--- config.mk ---
export PLATFORM = sky130hd
export DESIGN_NAME = padmux_cell
export DESIGN_NICKNAME = d
export VERILOG_FILES = /design/src/rtl/padmux_pkg.sv /design/src/rtl/padmux_cfg_reg.sv /design/src/rtl/padmux_fn_select.sv /design/src/rtl/padmux_drive_out.sv /design/src/rtl/padmux_cell.sv
export SDC_FILE = /design/constraint.sdc
export NUM_CORES = 1
export LEC_CHECK = 0
export CORE_UTILIZATION = 40
export CTS_BUF_LIST = sky130_fd_sc_hd__clkbuf_8
export DETAILED_ROUTE_END_ITERATION = 10
export PLACE_DENSITY = 0.95
export SLEW_MARGIN = 0
export SYNTH_ARGS = -nofsm -noshare
export SYNTH_HDL_FRONTEND = slang
export SYNTH_SLANG_ARGS = --single-unit
--- constraint.sdc ---
create_clock -name clk -period 3.8 [get_ports clk]
set_input_delay 0.76 -clock clk [delete_from_list [all_inputs] [get_ports clk]]
set_output_delay 0.76 -clock clk [all_outputs]
set_load 0.02 [all_outputs]
--- src/rtl/padmux_pkg.sv ---
package padmux_pkg;

  localparam int CFG_W    = 16;
  localparam int AF_W     = 3;
  localparam int DRV_W    = 3;

  // configuration word layout
  typedef struct packed {
    logic             pull_sel;   // 15: 1 = register pulls
    logic             pu_en;      // 14
    logic             pd_en;      // 13
    logic [DRV_W-1:0] drv;        // 12:10
    logic             lp_sel;     // 9
    logic             lp_data;    // 8
    logic             lp_oe_n;    // 7
    logic [2:0]       aux;        // 6:4 stored, read back
    logic             rsv;        // 3 always zero
    logic [AF_W-1:0]  af;         // 2:0
  } pad_cfg_t;

  localparam logic [CFG_W-1:0] CFG_WR_MASK = 16'hFFF7;
  localparam logic [DRV_W-1:0] DRV_RESET   = 3'd2;
  localparam logic [CFG_W-1:0] CFG_RESET   = {3'b000, DRV_RESET, 10'd0};

  function automatic logic drv_is_slow(input logic [DRV_W-1:0] code);
    return (code == 3'd4) || (code == 3'd6);
  endfunction

endpackage

--- src/rtl/padmux_cfg_reg.sv ---
module padmux_cfg_reg
  import padmux_pkg::*;
#(
  parameter int BUS_W = 32
) (
  input  logic             clk,
  input  logic             rst,
  input  logic             we,
  input  logic [BUS_W-1:0] wdata,
  input  logic             re,
  output logic [BUS_W-1:0] rdata,
  output pad_cfg_t         cfg
);

  localparam int PAD_W = BUS_W - CFG_W;

  logic unused_hi;
  assign unused_hi = ^wdata[BUS_W-1:CFG_W];

  always_ff @(posedge clk) begin
    if (rst) begin
      cfg <= pad_cfg_t'(CFG_RESET);
    end else if (we) begin
      cfg <= pad_cfg_t'(wdata[CFG_W-1:0] & CFG_WR_MASK);
    end
  end

  always_ff @(posedge clk) begin
    if (rst) begin
      rdata <= '0;
    end else if (re) begin
      rdata <= {{PAD_W{1'b0}}, cfg};
    end
  end

endmodule

--- src/rtl/padmux_fn_select.sv ---
module padmux_fn_select
  import padmux_pkg::*;
#(
  parameter int NUM_FUNC = 8
) (
  input  logic [AF_W-1:0]     sel,
  input  logic [NUM_FUNC-1:0] f_out,
  input  logic [NUM_FUNC-1:0] f_oe,
  input  logic [NUM_FUNC-1:0] f_pu,
  input  logic [NUM_FUNC-1:0] f_pd,
  output logic                s_out,
  output logic                s_oe,
  output logic                s_pu,
  output logic                s_pd
);

  logic [NUM_FUNC-1:0] hit;

  for (genvar g = 0; g < NUM_FUNC; g++) begin : g_dec
    assign hit[g] = (sel == AF_W'(g));
  end

  always_comb begin
    s_out = |(hit & f_out);
    s_oe  = |(hit & f_oe);
    s_pu  = |(hit & f_pu);
    s_pd  = |(hit & f_pd);
  end

endmodule

--- src/rtl/padmux_drive_out.sv ---
module padmux_drive_out
  import padmux_pkg::*;
(
  input  logic             clk,
  input  logic             rst,
  input  logic             lowpwr,
  input  logic             s_out,
  input  logic             s_oe,
  input  logic             s_pu,
  input  logic             s_pd,
  input  logic             pull_sel,
  input  logic             pu_en,
  input  logic             pd_en,
  input  logic             lp_sel,
  input  logic             lp_data,
  input  logic             lp_oe_n,
  input  logic [DRV_W-1:0] drv,
  output logic             pad_out,
  output logic             pad_oe,
  output logic             pad_pu,
  output logic             pad_pd,
  output logic [DRV_W-1:0] pad_drv,
  output logic             pad_slow
);

  logic d_out, d_oe, d_pu, d_pd, want_pu, want_pd, lp_active;

  always_comb begin
    want_pu   = pull_sel ? pu_en : s_pu;
    want_pd   = pull_sel ? pd_en : s_pd;
    d_pu      = want_pu;
    d_pd      = want_pd & ~want_pu;
    lp_active = lowpwr & lp_sel;
    d_out     = lp_active ? lp_data  : s_out;
    d_oe      = lp_active ? ~lp_oe_n : s_oe;
  end

  always_ff @(posedge clk) begin
    if (rst) begin
      pad_out  <= 1'b0;
      pad_oe   <= 1'b0;
      pad_pu   <= 1'b0;
      pad_pd   <= 1'b0;
      pad_drv  <= DRV_RESET;
      pad_slow <= 1'b0;
    end else begin
      pad_out  <= d_out;
      pad_oe   <= d_oe;
      pad_pu   <= d_pu;
      pad_pd   <= d_pd;
      pad_drv  <= drv;
      pad_slow <= drv_is_slow(drv);
    end
  end

endmodule

--- src/rtl/padmux_cell.sv ---
module padmux_cell
  import padmux_pkg::*;
#(
  parameter int NUM_FUNC = 8,
  parameter int BUS_W    = 32
) (
  input  logic                clk,
  input  logic                rst,
  input  logic                cfg_we,
  input  logic [BUS_W-1:0]    cfg_wdata,
  input  logic                cfg_re,
  output logic [BUS_W-1:0]    cfg_rdata,
  input  logic                lowpwr,
  input  logic [NUM_FUNC-1:0] per_out,
  input  logic [NUM_FUNC-1:0] per_oe,
  input  logic [NUM_FUNC-1:0] per_pu,
  input  logic [NUM_FUNC-1:0] per_pd,
  output logic [NUM_FUNC-1:0] per_in,
  input  logic                pad_in,
  output logic                pad_out,
  output logic                pad_oe,
  output logic                pad_pu,
  output logic                pad_pd,
  output logic [DRV_W-1:0]    pad_drv,
  output logic                pad_slow
);

  pad_cfg_t cfg_q;
  logic     s_out, s_oe, s_pu, s_pd;

  padmux_cfg_reg #(.BUS_W(BUS_W)) u_reg (
    .clk   (clk),
    .rst   (rst),
    .we    (cfg_we),
    .wdata (cfg_wdata),
    .re    (cfg_re),
    .rdata (cfg_rdata),
    .cfg   (cfg_q)
  );

  padmux_fn_select #(.NUM_FUNC(NUM_FUNC)) u_sel (
    .sel   (cfg_q.af),
    .f_out (per_out),
    .f_oe  (per_oe),
    .f_pu  (per_pu),
    .f_pd  (per_pd),
    .s_out (s_out),
    .s_oe  (s_oe),
    .s_pu  (s_pu),
    .s_pd  (s_pd)
  );

  padmux_drive_out u_drv (
    .clk      (clk),
    .rst      (rst),
    .lowpwr   (lowpwr),
    .s_out    (s_out),
    .s_oe     (s_oe),
    .s_pu     (s_pu),
    .s_pd     (s_pd),
    .pull_sel (cfg_q.pull_sel),
    .pu_en    (cfg_q.pu_en),
    .pd_en    (cfg_q.pd_en),
    .lp_sel   (cfg_q.lp_sel),
    .lp_data  (cfg_q.lp_data),
    .lp_oe_n  (cfg_q.lp_oe_n),
    .drv      (cfg_q.drv),
    .pad_out  (pad_out),
    .pad_oe   (pad_oe),
    .pad_pu   (pad_pu),
    .pad_pd   (pad_pd),
    .pad_drv  (pad_drv),
    .pad_slow (pad_slow)
  );

  // pad input fanned to all functions
  assign per_in = {NUM_FUNC{pad_in}};

endmodule

# Yosys cells after proc, flatten, opt, wreduce, memory -nomap -nowiden
# Cells that the tools add are included.
# word_totals
register_bits	38
input_bits	70
output_inout_bits	48
elab_cells	43
# op_classes
n_eq_ne	9
n_mux	4
bitwise	8
n_reduce_logical	6
# op_table
operator	count
$and A8 B8 Y8	4
$reduce_or A8 Y1	4
$eq A3 B3 Y1 const B	6
$eq A3 B2 Y1 const B	2
$mux W1	4
$eq A3 B1 Y1 const B	1
$logic_not A3 Y1	1
$and A1 B1 Y1	2
$not A1 Y1	2
$logic_or A1 B1 Y1	1

# Depth between registers and ports, before layout
# Gate-level depths: netlist (run 1).
# logic_depth
depth_word	6
mapped_depth	6
mapped_depth_nobuf	4

# Modules after synthesis
# Synthesis (run 1) repeated with hierarchy kept, for this count alone.
# hier_totals
hier_cells	162
hier_area_um2	1823.0
# by_module_without_submodules
module	instances	cells_each	area_each_um2	seq_area_each_um2
padmux_cfg_reg	1	116	1227.4	600.6
padmux_fn_select	1	14	270.3	0.0
padmux_drive_out	1	24	265.3	160.2
padmux_cell	1	8	60.1	0.0

# Worst setup path after synthesis (run 1)
# Ideal clock, no wire load.
# synth_timing
path_type	input to register
startpoint	input per_pu[5]
endpoint	register u_drv.pad_pu
setup_ps	116
arrival_ps	1784
required_ps	3684
slack_ps	1900
stages	4
path_buffers	0
cell_sequence	mux2_2 > a32o_1 > a2111o_1 > and3b_1
# synth_between
elab_chain_cells	3
# synth_lines
element	line_no	text
start: declaration	padmux_cell.sv:16	input logic [NUM_FUNC-1:0] per_pu,
$and A8 B8 Y8	padmux_fn_select.sv:26	s_pu = |(hit & f_pu);
$reduce_or A8 Y1	padmux_fn_select.sv:26	
$mux W1	padmux_drive_out.sv:29	want_pu = pull_sel ? pu_en : s_pu;
end signal: assignment	padmux_drive_out.sv:49	pad_pu <= d_pu;
end: declaration	padmux_drive_out.sv:20	output logic pad_pu,
# Every way passes these cells.
# A chain may end at the register's enable or synchronous reset.

# Final worst setup path (run 1)
# layout_timing
startpoint	input rst
endpoint	register u_reg.cfg[11] in the netlist's numbering
# layout_lines
element	line_no	text
start: declaration	padmux_cell.sv:8	input logic rst,
end signal: assignment	padmux_cfg_reg.sv:22	cfg <= pad_cfg_t'(CFG_RESET);
end signal: assignment	padmux_cfg_reg.sv:24	cfg <= pad_cfg_t'(wdata[CFG_W-1:0] & CFG_WR_MASK);
end: declaration	padmux_cfg_reg.sv:12	output pad_cfg_t cfg
# No word-level cell between the ends.

==> summary.txt, run 1 <==
Floorplanning
  • Die Footprint: 0.00484 sq mm
  • Core ar.: 0.00438 sq mm
  • Die Width: 69.6 um
  • Initial Util: 41.7%
  • # IOs: 118
  • Die Y: 69.6 um
  • # rows: 24

Placed design
  • HPWL Detailed: 2.94 mm
  • Dpl cell area: 0.00245 sq mm
  • PortBufs: 74
  • RD Place Congestion: 0.734

Layout
  • Fin nets: 313
  • Antenna diodes: 0
  • Number of fillers in the final layout: 400
  • Share of cells above drive strength 1: 6.97%
  • Final instance area: 0.00254 sq mm
  • Synth-to-Final Area Change: 39.2%

Yosys
  • Primary FF master, synth: dfxtp_1
  • Post-synth EDFFs: 0
  • Area leader, netlist: dfxtp_1
  • Synth top area share: 41.6%
  • Synth top area cells: dfxtp_1, mux2i_1, buf_4
  • Distinct cells, synth: 33
  • Post-Synthesis Cell Area: 0.00183 sq mm
  • Mapped Cells: 183
  • Synthesis-stage register bit count: 38
  • Async S/R FF share, synth: 0%
  • Ys Warns: 0
  • Sequential element share of the synthesized area: 41.6%
  • Top cells by count, synth: dfxtp_1, nor2_1, mux2i_1
  • Mean Syn Cell Area: 9.98 sq um
  • Most common cell in the synthesized netlist: dfxtp_1

Global routing
  • Initial antenna violation count: 0
  • First-pass GRT wire length: 6.38 mm
  • Busiest grt layer: met2
  • GRT Total Usage: 16.6%
  • Total grt overflow: 0
  • Vias in the first global route: 1,380
  • Grt met3 use: 4.51%
  • Largest net degree at the start of global routing: 24
  • Met2 Usage GRT: 27.6%
  • Met1 usage in global routing: 20.3%

Worst setup path
  • Required time at the worst-slack endpoint: 3980 ps
  • Crit path capture type: flip-flop
  • Arr. time, crit path: 2300 ps
  • Crit-path max FO: 23
  • Worst setup SP type: primary input
  • Critical path class: in -> reg

Drt
  • Drt pass-1 iters: 4
  • Final WL: 3.93 mm
  • Post-route ant nets: 0
  • Routed via count: 1,408
  • Via density: 4.76
  • DRC viols: 0
  • Routed WL per cell: 13.3 um
  • Initial drt markers: 41

Timing
  • Setup TNS: 0 ps
  • Relative slew margins: 35.2%
  • Max Clk Rate: 0.471 GHz
  • Setup Skew: 8.64 ps
  • Min Clock Period, post-route: 2120 ps
  • Period utilization: 55.9%
  • Count of pins over their slew limit: 0
  • Worst-Margin Slew: 970 ps
  • Setup-failing EPs final: 0
  • RSZ-0062 raised after global routing: false
  • Hold Violations, Final: 0

Power and ir drop
  • Overall Power: 0.903 mW
  • Lkg Pwr: 1.06 nW
  • Sequential share of power: 48.6%
  • Psw: 0.231 mW
  • Maximum vdd drop: 0.000250 V
  • Sw Ratio: 25.6%
  • Logic pwr share: 20.3%
  • Pwr Density: 355 mW/mm^2
  • Pint: 0.672 mW
  • Clock Power Share: 31.1%

Clocking
  • CTS tree: yes
  • Post-CTS Setup Bufs: 0
  • Clock Tree Buf Depth: 2
  • Clock Tree Root: clkbuf_8
  • PostCTS Resize Cnt: 0
  • CTS buffer count: 5
  • H-tree Lvls: 2
  • Hold_buf cts: 0
  • Worst-path clk slew: 80 ps
  • Later-pin clock latency in the skew report: 280 ps
  • Clk sink count: 38

Outcome
  • Run status: completed

Min path
  • HP Class: reg -> reg

Run
  • Total of max-cap violations: 0
[worst max-delay path, stage by stage]
cell             delay [ps]
clkdlybuf4s50_1         840
buf_4                   410
a211o_1                 280
[through the flow]
step | hold slack, ps | worst slack (ps) | utilization [%] | instances
after CTS | 485 | 1680 | 58.0 | 296
after floorplan | 426 | 1900 | - | 199
final | 481 | 1680 | 58.0 | 296
after global routing | 498 | 1620 | 58.0 | 296
after detailed placement | 461 | 1360 | 55.9 | 288
after global placement | 445 | 1380 | 55.9 | 288
[power groups by stage]
stage,sequential [mW],clock (mW),combinational [mW]
2_1_floorplan,0.453,0,0.115
3_3_place_gp,0.446,0,0.180
3_5_place_dp,0.447,0,0.184
4_1_cts,0.438,0.291,0.184
5_1_grt,0.442,0.314,0.196
6_report,0.438,0.281,0.183
[metal layers]
metal	part of all wire [%]	wire length, um
met1	42	1640
met2	51	1980
met3	6.4	250
met4	1.4	55
met5	0	0
[registers in the layout, summed over array words and instances, names as in the netlist]
register,cells
u_reg.rdata,15
u_drv.pad_pd,1
u_reg.cfg,15
u_drv.pad_drv,3
u_drv.pad_out,1
u_drv.pad_slow,1
u_drv.pad_oe,1
u_drv.pad_pu,1
[cell families (layout without fill, tap and decap cells)]
logic type | after synthesis | after routing | synth area share, %
simple gates | 50 | 50 | 12.8
buf+inv | 41 | 86 | 14.4
mux | 39 | 39 | 24.6
flops | 38 | 38 | 41.6
compound gates | 14 | 14 | 6.37
other cells | 1 | 17 | 0.205
[layout make-up]
class | instances | area, sq um | share of cell area, %
Clock buffer | 6 | 82.6 | 3.25
Clock inverter | 2 | 12.5 | 0.492
Inverter | 3 | 11.3 | 0.443
Multi-Input combinational cell | 120 | 863 | 33.9
Sequential cell | 38 | 761 | 29.9
Tap cell | 52 | 65.1 | 2.56
Timing Repair Buffer | 75 | 748 | 29.4
[path summary, 6_finish.rpt]
kind	cells after the start	endpoint	from	slack, ps
worst max-delay path	3	u_reg.cfg[11]	rst	1680
worst min-delay path	1	u_drv.pad_drv[1]	u_reg.cfg[11]	480
worst max register to register	4	u_drv.pad_pd	u_reg.cfg[0]	1800
worst min register to register	1	u_drv.pad_drv[1]	u_reg.cfg[11]	480
[layout by cell type, fill, tap and decap left out, types with 2 or more instances in the layout]
cell and count:
nand3_1 2, nand3b_1 3, clkbuf_8 6, mux4_1 2, inv_1 3, mux2_4 2, mux2_2 3, a311oi_1 2
dfxtp_1 38, nor2b_1 7, o21ai_0 2, nor2_1 32, a21oi_1 2, mux2i_1 31, conb_1 17, clkdlybuf4s50_1 74
No activity file was read; power rests on OpenSTA's default activity.
==> run 2, diff against run 1 <==
Settings changed: CORE_UTILIZATION 40 to 37, PLACE_DENSITY 0.95 to 0.91.
Clock period 3.8 ns to 2.11 ns, I/O delays scaled along.
==> run 2 against run 1 <==
  * Sequential power grew 79%
  * First-iteration DRC count fell by 12%
  * Worst setup slack worse by 1400 ps
  * Global-route usage shrank 1.2 points
  * Critical path depth is 2 higher
  * Sequential share of layout area is 0.77 points lower
  * Design area grew 2.7%
==> summary.txt, run 2 (synthesis gave the netlist of run 1 again) <==
Outcome
  • Run status: completed (unchanged)

Power and ir drop
  • Psw: 0.403 mW (was 0.231 mW)
  • Maximum vdd drop: 0.000426 V (was 0.000250 V)
  • Sw Ratio: 24.9% (was 25.6%)
  • Pwr Density: 619 mW/mm^2 (was 355 mW/mm^2)
  • Logic pwr share: 21.2% (was 20.3%)
  • Lkg Pwr: 1.10 nW (was 1.06 nW)
  • Pint: 1.21 mW (was 0.672 mW)
  • Sequential share of power: 48.6% (about the same)
  • Clock Power Share: 30.2% (was 31.1%)

Timing
  • Min Clock Period, post-route: 1810 ps
  • Setup TNS: 0 ps (unchanged)
  • Worst-Margin Slew: 565 ps (was 970 ps)
  • Max Clk Rate: 0.553 GHz
  • Setup-failing EPs final: 0 (unchanged)
  • PnR worst setup slack: 303 ps (was 1680 ps)
  • RSZ-0062 raised after global routing: false (unchanged)
  • Period utilization: 85.7%
  • Relative slew margins: 62.3% (was 35.2%)
  • Hold Violations, Final: 0 (unchanged)
  • Count of pins over their slew limit: 0 (unchanged)
  • Setup Skew: 1.89 ps (was 8.64 ps)

Clocking
  • CTS buffer count: 5 (unchanged)
  • Clk sink count: 38 (unchanged)
  • PostCTS Resize Cnt: 0 (unchanged)
  • Clock Tree Buf Depth: 2 (unchanged)
  • Later-pin clock latency in the skew report: 280 ps (about the same)
  • Worst-path clk slew: 70 ps (was 80 ps)
  • Post-CTS Setup Bufs: 0 (unchanged)
  • Clock Tree Root: clkbuf_8 (unchanged)
  • Hold_buf cts: 0 (unchanged)
  • CTS tree: yes (unchanged)
  • H-tree Lvls: 2 (unchanged)

Layout
  • Synth-to-Final Area Change: 42.9% (was 39.2%)
  • Number of fillers in the final layout: 424 (was 400)
  • Share of cells above drive strength 1: 9.16% (was 6.97%)
  • Most common cell after layout, fill and taps aside: clkdlybuf4s50_1 (unchanged)
  • Most frequent cells in the layout: clkdlybuf4s50_1, dfxtp_1, nor2_1 (unchanged)
  • Register area: 761 sq um (unchanged)
  • Antenna diodes: 0 (unchanged)
  • Largest registers: u_reg.cfg x15, u_reg.rdata x15, u_drv.pad_drv x3 (unchanged)
  • Fin nets: 320 (was 313)
  • Multi-input logic area: 863 sq um (unchanged)

Global routing
  • Vias in the first global route: 1,395 (was 1,380)
  • Largest net degree at the start of global routing: 17 (was 24)
  • Initial antenna violation count: 0 (unchanged)
  • Total grt overflow: 0 (unchanged)
  • First-pass GRT wire length: 6.21 mm (was 6.38 mm)
  • GRT Total Usage: 15.3% (was 16.6%)

Min path
  • HP Class: reg -> reg (unchanged)

Worst setup path
  • Crit-path max FO: 11 (was 23)
  • Worst setup SP type: flip-flop (was primary input)
  • Crit path capture type: flip-flop (unchanged)
  • Critical path class: reg -> reg (was in -> reg)
  • Arr. time, crit path: 1970 ps (was 2300 ps)
  • Required time at the worst-slack endpoint: 2270 ps (was 3980 ps)

Floorplanning
  • Die Width: 72.3 um (was 69.6 um)
  • Die Y: 72.3 um (was 69.6 um)
  • Core ar.: 0.00472 sq mm (was 0.00438 sq mm)
  • # rows: 25 (was 24)
  • # IOs: 118 (unchanged)
  • Initial Util: 38.7% (was 41.7%)
  • Die Footprint: 0.00522 sq mm (was 0.00484 sq mm)

Run
  • Total of max-cap violations: 0 (unchanged)

Drt
  • Post-route ant nets: 0 (unchanged)
  • Routed WL per cell: 12.5 um (was 13.3 um)
  • Routed via count: 1,440 (was 1,408)
  • DRC viols: 0 (unchanged)
  • Final WL: 3.98 mm (was 3.93 mm)
  • Via density: 4.53 (was 4.76)
  • Drt pass-1 iters: 4 (unchanged)
  • Initial drt markers: 36 (was 41)

Placed design
  • PortBufs: 74 (unchanged)
  • Worst slack at placement: 93.7 ps (was 1360 ps)
  • RD Place Congestion: 0.776 (was 0.734)
  • HPWL Detailed: 3.03 mm (was 2.94 mm)
run 2: cell types whose count changed in the layout (fill, tap and decap cells not counted), sizes merged:
cell	delta
buf	+7
clkinvlp	-1
inv	+1
run 2: power by group through the flow:
stage / clock, mW / sequential, mW / combinational [mW]
global route: 0.545 / 0.790 / 0.369
global placement: 0 / 0.799 / 0.339
floorplan: 0 / 0.817 / 0.207
detailed placement: 0 / 0.801 / 0.344
CTS: 0.503 / 0.785 / 0.345
finish: 0.488 / 0.785 / 0.343
run 2: final cells by class:
| type | instances | share of cell area, % |
|---|---|---|
| clock buffer | 6 | 3.16 |
| tap | 67 | 3.21 |
| sequential | 38 | 29.1 |
| clock inverter | 2 | 0.335 |
| multi-input combinational | 120 | 33.1 |
| inverter | 3 | 0.431 |
| timing repair buffer | 82 | 30.7 |
run 2: worst max-delay path: stages (launching register included):
cell and delay, ps:
dfxtp_1 590, buf_4 210, mux4_1 550, nor2_1 110, o211a_1 180, a311oi_1 50
run 2: metal layers:
metal	GRT usage (%)	vias up	part of all wire, %
met5	0	-	0
met4	3.70	0	0.43
met3	4.44	4	6.4
met2	28.2	52	53
met1	17.3	670	40
li1	-	714	-
run 2: through the flow:
stage,cells,utilization (%),hold WS [ps],total power [mW],instance area [sq um]
after detailed placement,310,53.4,458,1.15,2520
after CTS,318,55.3,476,1.63,2610
final,318,55.3,471,1.62,2610
after global routing,318,55.3,500,1.70,2610
after global placement,310,53.4,448,1.14,2520
after floorplan,199,-,426,1.02,1890
run 2: path summary, 6_finish.rpt:
path | startpoint | endpoint | slack, ps | cells after the start
max | u_reg.cfg[0] | u_drv.pad_oe | 300 | 5
min | u_reg.cfg[10] | u_drv.pad_slow | 470 | 1
max reg2reg | u_reg.cfg[0] | u_drv.pad_oe | 300 | 5
min reg2reg | u_reg.cfg[10] | u_drv.pad_slow | 470 | 1
